==> src/rtl/typeb_enc_pkg.sv <==
package typeb_enc_pkg;

   // Frame phases in transmission order; PH_LOAD waits for a byte.
   typedef enum logic [3:0] {
      PH_IDLE,
      PH_PRE,
      PH_SOF_LO,
      PH_SOF_HI,
      PH_LOAD,
      PH_CHAR,
      PH_EOF_LO,
      PH_EOF_HI,
      PH_PAD
   } phase_e;

   function automatic int max_of(input int a, input int b);
      return (a > b) ? a : b;
   endfunction

endpackage

==> src/rtl/typeb_etu_timer.sv <==
module typeb_etu_timer #(
   parameter int OVERSAMPLE = 4,
   parameter int CNT_W      = 5
) (
   input  logic             clk,
   input  logic             rst_n,
   input  logic             fire,
   input  logic             os_en,
   input  logic [CNT_W-1:0] phase_len,
   output logic [CNT_W-1:0] etu_idx,
   output logic             phase_end
);

   logic             etu_done;
   logic [CNT_W-1:0] idx_q;

   generate
      if (OVERSAMPLE > 1) begin : g_os
         localparam int SUB_W = $clog2(OVERSAMPLE);
         logic [SUB_W-1:0] sub_q;
         logic             sub_last;

         assign sub_last = (sub_q == SUB_W'(OVERSAMPLE - 1));
         assign etu_done = fire && (!os_en || sub_last);

         always_ff @(posedge clk) begin
            if (!rst_n) begin
               sub_q <= '0;
            end else if (fire && os_en) begin
               sub_q <= sub_last ? '0 : sub_q + 1'b1;
            end
         end
      end else begin : g_single
         assign etu_done = fire;
      end
   endgenerate

   assign phase_end = etu_done && (idx_q == phase_len - 1'b1);
   assign etu_idx   = idx_q;

   always_ff @(posedge clk) begin
      if (!rst_n) begin
         idx_q <= '0;
      end else if (phase_end) begin
         idx_q <= '0;
      end else if (etu_done) begin
         idx_q <= idx_q + 1'b1;
      end
   end

endmodule

==> src/rtl/typeb_char_reg.sv <==
module typeb_char_reg #(
   parameter int DATA_W = 8,
   parameter int CNT_W  = 5
) (
   input  logic              clk,
   input  logic              rst_n,
   input  logic              load,
   input  logic [DATA_W-1:0] data,
   input  logic [CNT_W-1:0]  bit_idx,
   output logic              bit_o
);

   localparam int CHAR_W = DATA_W + 2;

   logic [CHAR_W-1:0] char_q;

   // Index 0 is the start etu, the last index is the stop etu.
   always_ff @(posedge clk) begin
      if (!rst_n) begin
         char_q <= '1;
      end else if (load) begin
         char_q <= {1'b1, data, 1'b0};
      end
   end

   always_comb begin
      bit_o = 1'b1;
      for (int i = 0; i < CHAR_W; i++) begin
         if (bit_idx == CNT_W'(i)) bit_o = char_q[i];
      end
   end

endmodule

==> src/rtl/typeb_phase_seq.sv <==
module typeb_phase_seq
   import typeb_enc_pkg::*;
#(
   parameter int PAD_SAMPLES = 8
) (
   input  logic   clk,
   input  logic   rst_n,
   input  logic   start,
   input  logic   tag_mode,
   input  logic   phase_end,
   input  logic   byte_take,
   input  logic   byte_last,
   output phase_e phase,
   output logic   tag_q,
   output logic   done
);

   phase_e phase_q;
   logic   last_q;
   logic   done_q;
   logic   frame_final;

   localparam bit HAS_PAD = (PAD_SAMPLES > 0);

   assign frame_final = phase_end &&
      ((phase_q == PH_EOF_HI && (tag_q || !HAS_PAD)) || phase_q == PH_PAD);

   always_ff @(posedge clk) begin
      if (!rst_n) begin
         phase_q <= PH_IDLE;
         tag_q   <= 1'b0;
         last_q  <= 1'b0;
         done_q  <= 1'b0;
      end else begin
         done_q <= frame_final;
         unique case (phase_q)
            PH_IDLE: if (start) begin
               tag_q   <= tag_mode;
               phase_q <= tag_mode ? PH_PRE : PH_SOF_LO;
            end
            PH_PRE:    if (phase_end) phase_q <= PH_SOF_LO;
            PH_SOF_LO: if (phase_end) phase_q <= PH_SOF_HI;
            PH_SOF_HI: if (phase_end) phase_q <= PH_LOAD;
            PH_LOAD: if (byte_take) begin
               last_q  <= byte_last;
               phase_q <= PH_CHAR;
            end
            PH_CHAR:   if (phase_end) phase_q <= last_q ? PH_EOF_LO : PH_LOAD;
            PH_EOF_LO: if (phase_end) phase_q <= PH_EOF_HI;
            PH_EOF_HI: if (phase_end) phase_q <= (tag_q || !HAS_PAD) ? PH_IDLE : PH_PAD;
            PH_PAD:    if (phase_end) phase_q <= PH_IDLE;
            default:   phase_q <= PH_IDLE;
         endcase
      end
   end

   assign phase = phase_q;
   assign done  = done_q;

endmodule

==> src/rtl/typeb_frame_serializer.sv <==
module typeb_frame_serializer
   import typeb_enc_pkg::*;
#(
   parameter int DATA_W       = 8,
   parameter int OVERSAMPLE   = 4,
   parameter int PRE_ETU      = 20,
   parameter int SOF_LO_ETU   = 10,
   parameter int SOF_HI_ETU   = 2,
   parameter int EOF_LO_ETU   = 10,
   parameter int TAG_EOF_HI   = 2,
   parameter int RDR_EOF_HI   = 1,
   parameter int RDR_PAD      = 8
) (
   input  logic              clk,
   input  logic              rst_n,
   input  logic              start_i,
   input  logic              tag_mode_i,
   input  logic [DATA_W-1:0] in_data_i,
   input  logic              in_valid_i,
   input  logic              in_last_i,
   output logic              in_ready_o,
   output logic              smp_o,
   output logic              smp_valid_o,
   input  logic              smp_ready_i,
   output logic              done_o
);

   localparam int CHAR_ETU = DATA_W + 2;
   localparam int MAX_LEN  = max_of(max_of(max_of(PRE_ETU, SOF_LO_ETU), max_of(SOF_HI_ETU, EOF_LO_ETU)),
                                    max_of(max_of(TAG_EOF_HI, RDR_EOF_HI), max_of(RDR_PAD, CHAR_ETU)));
   localparam int CNT_W    = $clog2(MAX_LEN + 1);

   generate
      if (OVERSAMPLE < 1) begin : g_bad_os
         $error("OVERSAMPLE must be at least 1");
      end
      if (DATA_W < 1) begin : g_bad_dw
         $error("DATA_W must be at least 1");
      end
      if (PRE_ETU < 1 || SOF_LO_ETU < 1 || SOF_HI_ETU < 1 || EOF_LO_ETU < 1) begin : g_bad_len
         $error("marker lengths must be at least one etu");
      end
      if (TAG_EOF_HI < 1 || RDR_EOF_HI < 1 || RDR_PAD < 0) begin : g_bad_tail
         $error("end marker high part must be at least one etu");
      end
   endgenerate

   phase_e           phase;
   logic             tag_q;
   logic             fire;
   logic             phase_end;
   logic [CNT_W-1:0] etu_idx;
   logic [CNT_W-1:0] phase_len;
   logic             char_bit;
   logic             byte_take;

   assign in_ready_o  = (phase == PH_LOAD);
   assign smp_valid_o = (phase != PH_IDLE) && (phase != PH_LOAD);
   assign fire        = smp_valid_o && smp_ready_i;
   assign byte_take   = in_ready_o && in_valid_i;

   always_comb begin
      unique case (phase)
         PH_PRE:    phase_len = CNT_W'(PRE_ETU);
         PH_SOF_LO: phase_len = CNT_W'(SOF_LO_ETU);
         PH_SOF_HI: phase_len = CNT_W'(SOF_HI_ETU);
         PH_CHAR:   phase_len = CNT_W'(CHAR_ETU);
         PH_EOF_LO: phase_len = CNT_W'(EOF_LO_ETU);
         PH_EOF_HI: phase_len = tag_q ? CNT_W'(TAG_EOF_HI) : CNT_W'(RDR_EOF_HI);
         PH_PAD:    phase_len = CNT_W'(RDR_PAD);
         default:   phase_len = CNT_W'(1);
      endcase
   end

   always_comb begin
      unique case (phase)
         PH_SOF_LO, PH_EOF_LO: smp_o = 1'b0;
         PH_CHAR:              smp_o = char_bit;
         default:              smp_o = 1'b1;
      endcase
   end

   typeb_phase_seq #(
      .PAD_SAMPLES (RDR_PAD)
   ) u_seq (
      .clk       (clk),
      .rst_n     (rst_n),
      .start     (start_i),
      .tag_mode  (tag_mode_i),
      .phase_end (phase_end),
      .byte_take (byte_take),
      .byte_last (in_last_i),
      .phase     (phase),
      .tag_q     (tag_q),
      .done      (done_o)
   );

   typeb_etu_timer #(
      .OVERSAMPLE (OVERSAMPLE),
      .CNT_W      (CNT_W)
   ) u_timer (
      .clk       (clk),
      .rst_n     (rst_n),
      .fire      (fire),
      .os_en     (tag_q),
      .phase_len (phase_len),
      .etu_idx   (etu_idx),
      .phase_end (phase_end)
   );

   typeb_char_reg #(
      .DATA_W (DATA_W),
      .CNT_W  (CNT_W)
   ) u_char (
      .clk     (clk),
      .rst_n   (rst_n),
      .load    (byte_take),
      .data    (in_data_i),
      .bit_idx (etu_idx),
      .bit_o   (char_bit)
   );

endmodule

==> config.mk <==
export PLATFORM = sky130hd
export DESIGN_NAME = typeb_frame_serializer
export DESIGN_NICKNAME = d
export VERILOG_FILES = /design/src/rtl/typeb_enc_pkg.sv /design/src/rtl/typeb_etu_timer.sv /design/src/rtl/typeb_char_reg.sv /design/src/rtl/typeb_phase_seq.sv /design/src/rtl/typeb_frame_serializer.sv
export SDC_FILE = /design/constraint.sdc
export NUM_CORES = 1
export LEC_CHECK = 0
export BUFFER_PORTS_ARGS = -buffer_cell sky130_fd_sc_hd__buf_2
export CAP_MARGIN = 20
export CORE_MARGIN = 2
export CORE_UTILIZATION = 53
export CTS_CLUSTER_DIAMETER = 100
export DETAILED_ROUTE_END_ITERATION = 12
export GPL_TIMING_DRIVEN = 0
export MAX_ROUTING_LAYER = met4
export PLACE_DENSITY = 0.73
export SLEW_MARGIN = 20
export SYNTH_ARGS = -nofsm -noshare
export SYNTH_HDL_FRONTEND = slang
export SYNTH_SLANG_ARGS = --single-unit
==> constraint.sdc <==
create_clock -name clk -period 5.7 [get_ports clk]
set_input_delay 0.57 -clock clk [delete_from_list [all_inputs] [get_ports clk]]
set_output_delay 0.57 -clock clk [all_outputs]
set_load 0.1 [all_outputs]
# After elaboration in Yosys (flattened, before gate mapping)
# Cells that the tools add are included.
# totals
out_inout_bits,4
inputBits,15
elab_cells,87
ff_bits,23
# classes
mux,27
n_reduce_logical,20
bitwise,1
add_sub_neg,3
n_eq_ne,29
# ops
op,n
2-to-1 mux 4 bit,10
one-hot mux 4 bit (9 select lines),1
one-hot mux 5 bit (5 select lines),1
"== test 5 x 3 -> 1 bit, second input constant",4
"== test 4 x 3 -> 1 bit, second input constant",4
"inequality test 2 x 1 -> 1 bit, second input constant",8
"== test 5 x 2 -> 1 bit, second input constant",2
"== test 5 x 4 -> 1 bit, second input constant",2
2-to-1 mux 1 bit,10
AND reduction 9 bit,1
"== test 4 x 2 -> 1 bit, second input constant",2
logical AND 1 bit,8
2-to-1 mux 2 bit,4
"adder 5 x 1 -> 5 bit, second input constant",1
"== test 5 x 1 -> 1 bit, second input constant",1
== test 5 bit,1
logical NOT 5 bit,1
"subtractor 5 x 1 -> 5 bit, second input constant",1
"== test 4 x 1 -> 1 bit, second input constant",1
"== test 4 bit, second input constant",1
logical NOT 4 bit,1
"inequality test 4 x 3 -> 1 bit, second input constant",1
AND reduction 2 bit,2
nonzero test 4 bit,1
other kinds (9),11

# Logic depth before layout (Yosys ltp)
# depth
ltp_word,12
mapped_depth,11
ltp_nobuf,10

# Modules after synthesis
# From an unflattened synthesis, not the netlist that was laid out.
# unflattened
cells_unflattened,159
hier_area_um2,1463.9
# by_module_without_submodules
module,cells_per_inst,seq_area_each_um2,area_each_um2,n_inst
typeb_etu_timer,53,140.1,496.7,1
typeb_char_reg,43,180.2,414.1,1
typeb_phase_seq,43,140.1,396.6,1
typeb_frame_serializer,20,0.0,156.4,1

# Least setup slack after synthesis
# Ideal clock, no wire load.
# synth_timing
kind,register to register
start,"register u_seq.phase_q[1], in the netlist u_seq.phase[1]"
end,"register u_seq.phase_q[1], in the netlist u_seq.phase[1]"
path_stages_with_launch,11
setup_time_ns,0.114
t_required_ns,5.586
synth_period_minus_slack_ns,2.884
t_arrival_ns,2.770
setup_slack_ns,2.816
cell_sequence,dfxtp_1 > nor3_2 > inv_2 > o2111a_1 > ha_1 > xor2_1 > nand4_1 > nor4_1 > or4b_4 > o2111a_1 > a21o_1
# synth_rtl
element,line_no,text
"start, declared",typeb_phase_seq.sv:18,phase_e phase_q;
"start signal, assigned",typeb_phase_seq.sv:39,phase_q <= tag_mode ? PH_PRE : PH_SOF_LO;
"start signal, assigned",typeb_phase_seq.sv:48,PH_CHAR: if (phase_end) phase_q <= last_q ? PH_EOF_LO : PH_LOAD;
"start signal, assigned",typeb_phase_seq.sv:50,PH_EOF_HI: if (phase_end) phase_q <= (tag_q || !HAS_PAD) ? PH_IDLE : PH_PAD;
inequality test 4 x 3 -> 1 bit or nonzero test 4 bit (tied branches),typeb_frame_serializer.sv:58,assign smp_valid_o = (phase != PH_IDLE) && (phase != PH_LOAD);
logical AND 1 bit (*),typeb_frame_serializer.sv:58,
net smp_valid_o,typeb_frame_serializer.sv:23,"output logic smp_valid_o,"
logical AND 1 bit (*),typeb_frame_serializer.sv:59,assign fire = smp_valid_o && smp_ready_i;
logical AND 1 bit (*),typeb_etu_timer.sv:24,assign etu_done = fire && (!os_en || sub_last);
logical AND 1 bit (*),typeb_etu_timer.sv:38,assign phase_end = etu_done && (idx_q == phase_len - 1'b1);
inequality test 2 x 1 -> 1 bit (no line),n/a,
AND reduction 9 bit (no line) (*),n/a,
# The timed path passes the listed nets; every way through them passes the cells marked *.
# A chain may end at the register's enable or synchronous reset.

# Worst setup path in the final report
# layout_timing
start,"register u_seq.phase_q[2], in the netlist u_seq.phase[2]"
end,"register u_seq.phase_q[1], in the netlist u_seq.phase[1]"
# layout_between
elab_chain_len,8
# layout_rtl
element,line_no,text
== test 4 x 2 -> 1 bit or == test 4 x 3 -> 1 bit (tied branches),"typeb_phase_seq.sv:36, typeb_frame_serializer.sv:63",
OR reduction 3 bit (no line),n/a,
one-hot mux 5 bit (5 select lines),typeb_frame_serializer.sv:63,unique case (phase)
subtractor 5 x 1 -> 5 bit,typeb_etu_timer.sv:38,
== test 5 bit,typeb_etu_timer.sv:38,
logical AND 1 bit,typeb_etu_timer.sv:38,
inequality test 2 x 1 -> 1 bit (no line),n/a,
AND reduction 9 bit (no line),n/a,
# Parallel ways exist; a longest one is shown, timed or not.

==> results.py <==
metrics = {
    "global_routing": {
        "grt_antenna_before_repair": 0,
        "grt_pass1_wl_mm": 5.02,
        "grt_max_degree": 14,
        "track_usage_pct": 23.8,
        "grt_pass1_vias": 1132,
        "grt-ovfl-total": 0,
    },
    "die": {
        "initial_core_util_pct": 55.8,
        "die_h_um": 55.1,
        "ioPinCount": 19,
        "rows": 18,
        "core_sq_mm": 0.00248,
        "die_area_sq_mm": 0.00303,
        "fp.dieW_um": 55.1,
    },
    "cts": {
        "ctsResizeCount": 0,
        "root_buffer": "clkbuf_4",
        "clk_latency_ns": 0.32,
        "post_cts.repair.setup_buffers": 0,
        "ctsLongestPathBuffers": 2,
        "cts_tree": "built",
        "cts_buffers": 3,
        "hold_buffers": 0,
        "h-tree-depth": 1,
        "path_clk_slew_ns": 0.13,
        "cts.sinks": 23,
    },
    "logic_synthesis": {
        "ys.warnings.count": 0,
        "synthesis.area_sq_mm": 0.00138,
        "yosys-top-cells-area": "dfxtp_1, nand2_1, ha_1, mux2i_1, nand3_1",
        "synthDistinctLibCells": 48,
        "avgSynthCellArea_sq_um": 8.23,
        "synth_seq_cells": 23,
        "synth_top_area_share_pct": 33.3,
        "seq_area_frac_synth_pct": 33.3,
        "yosys_most_used_dff": "dfxtp_1",
        "synth_common_cells": "nand2_1, dfxtp_1, nor2_1",
        "ys_async_sr_fraction_pct": 0,
        "syn_inst": 168,
        "synth_edf_count": 0,
        "synth_top_area_cell": "dfxtp_1",
        "yosysMostFrequentCell": "nand2_1",
        "synth_nets": 189,
    },
    "sta": {
        "rsz0062_at_grt": "false",
        "finalSetupViolCount": 0,
        "tightest_slew_ns": 0.556,
        "finalClockSkew_ns": 0.00275,
        "tns_ns": 0,
        "drv_slew": 0,
        "hold_viol": 0,
        "post-route-period-util_pct": 54.6,
        "fmax_mhz": 321,
        "finalCriticalPeriod_ns": 3.11,
        "relSlewSlack_pct": 62.8,
    },
    "finish": {
        "drive_gt1_share_pct": 19.5,
        "area_growth_pct": 11.2,
        "n_antenna_cell": 0,
        "multi_input_area_sq_um": 845,
        "stdcell_count": 220,
        "seq_area_sq_um": 460,
        "post-route-util_pct": 62.1,
        "fill_cells": 236,
        "nets": 212,
    },
    "drt": {
        "drt_wl_total_mm": 2.93,
        "firstDrtPassIters": 4,
        "drc": 0,
        "wire_per_inst_um": 13.3,
        "drt-initial-drc-count": 34,
        "vias": 1224,
        "drtAntennaViolNets": 0,
        "vias_per_cell": 5.56,
    },
    "worst_setup_path": {
        "critPathArrivalTime_ns": 3.35,
        "max_stage_delay_ns": 0.53,
        "cp_data_required_time_ns": 5.94,
        "critical_path.endpoint_type": "flip-flop",
        "path_class": "reg2reg",
        "cpMaxStageDelayCell": "or4b_4",
        "path_max_fanout": 10,
        "crit_path_start_kind": "flip-flop",
        "path_cells": "buf_2, a21oi_1, or3_2, ha_1, xor2_1, nand4_1, nor4_1, or4b_4, o2111a_1, a21o_1",
    },
    "pwr": {
        "power_leakage_nw": 0.652,
        "peakVddDrop_mv": 0.320,
        "power.density_mw_per_mm2": 349,
    },
    "outcome": {
        "status": "finished, final reports clean",
    },
    "flow_run": {
        "max_cap_viol_count": 0,
    },
    "worst_hold_path": {
        "holdCritPathClass": "in2reg",
    },
    "placed_design": {
        "port-buffer-count": 18,
        "gp_congestion": 0.832,
        "place_inst": 216,
        "dp.final_hpwl_mm": 2.20,
    },
}
## metal layers
layer  wire length, um  part of all wire [%]  vias to the layer above  GRT usage (%)
li1                  -                     -                      634              -
met4                46                   1.6                        0           8.54
met2              1330                    45                       27           36.5
met3               141                   4.8                        5           3.23
met1              1410                    48                      558           32.1
met5                 0                     0                        -              -
## sequential cells by signal, indices dropped and copies added, names as in the netlist
register and flops:
u_char.char_q 9, u_timer.etu_idx 5, u_seq.phase 4, u_timer.g_os.sub_q 2
u_seq.done 1, u_seq.last_q 1, u_seq.tag_q 1
## cell usage in the layout (no fill, tap or decap), types with 3 or more instances in the layout
master,netlist,routed
a21oi_1,4,4
buf_2,2,20
clkbuf_1,4,4
clkbuf_4,0,3
dfxtp_1,23,23
ha_1,6,6
inv_1,8,8
mux2i_1,6,6
nand2_1,33,33
nand2b_1,3,3
nand3_1,12,12
nand4_1,3,3
nor2_1,13,13
nor3_1,4,4
xnor2_1,5,5
xor2_1,3,3
## report_power, final
group / leakage [nW] / internal [W] / switching, W
registers: 0.186 / 0.000173 / 0.0000198
logic: 0.448 / 0.0000956 / 0.000171
clock network: 0.0177 / 0.0000264 / 0.0000509
## path summary, 6_finish.rpt
path | startpoint | endpoint | slack, ns | cells after the start
worst min register to register | u_char.char_q[0] | u_char.char_q[0] | 0.46 | 2
worst min-delay path | in_data_i[5] | u_char.char_q[6] | 0.44 | 3
worst max register to register | u_seq.phase[2] | u_seq.phase[1] | 2.59 | 10
worst max-delay path | u_seq.phase[2] | u_seq.phase[1] | 2.59 | 10
## metrics by stage
step | setup slack (ns) | power (W) | hold WS, ns | instance area (sq um)
finish | 2.59 | 0.000536 | 0.442 | 1540
CTS | 2.58 | 0.000537 | 0.442 | 1540
detailed placement | 2.62 | 0.000459 | 0.439 | 1510
global placement | 2.68 | 0.000453 | 0.430 | 1510
floorplan | 2.82 | 0.000412 | 0.419 | 1380
global route | 2.36 | 0.000569 | 0.461 | 1540
## worst max-delay path, delay by kind of cell (launching register included)
family | cells | cell delay, ns
XOR/XNOR | 1 | 0.16
adder cells (fa/ha/maj) | 1 | 0.30
flip-flops | 1 | 0.49
AND/OR/NAND/NOR | 4 | 1.34
AO/OA/AOI/OAI | 3 | 0.48
buffers and inverters | 1 | 0.26
## cell families after synthesis
family	share of synthesized area [%]
AO/OA/AOI/OAI	12.9
adder cells (fa/ha/maj)	5.43
buffers and inverters	5.61
XOR/XNOR	5.07
AND/OR/NAND/NOR	30.9
multiplexers	6.79
flip-flops	33.3
## final cells by class
class | instances | area share, %
Multi-Input combinational cell | 128 | 54.9
Sequential cell | 23 | 29.9
Timing Repair Buffer | 18 | 5.86
Buffer | 8 | 2.85
Tap cell | 30 | 2.44
Inverter | 9 | 2.20
Clock buffer | 3 | 1.46
Clock inverter | 1 | 0.325
Note: power is estimated with default switching activity, not from simulation.
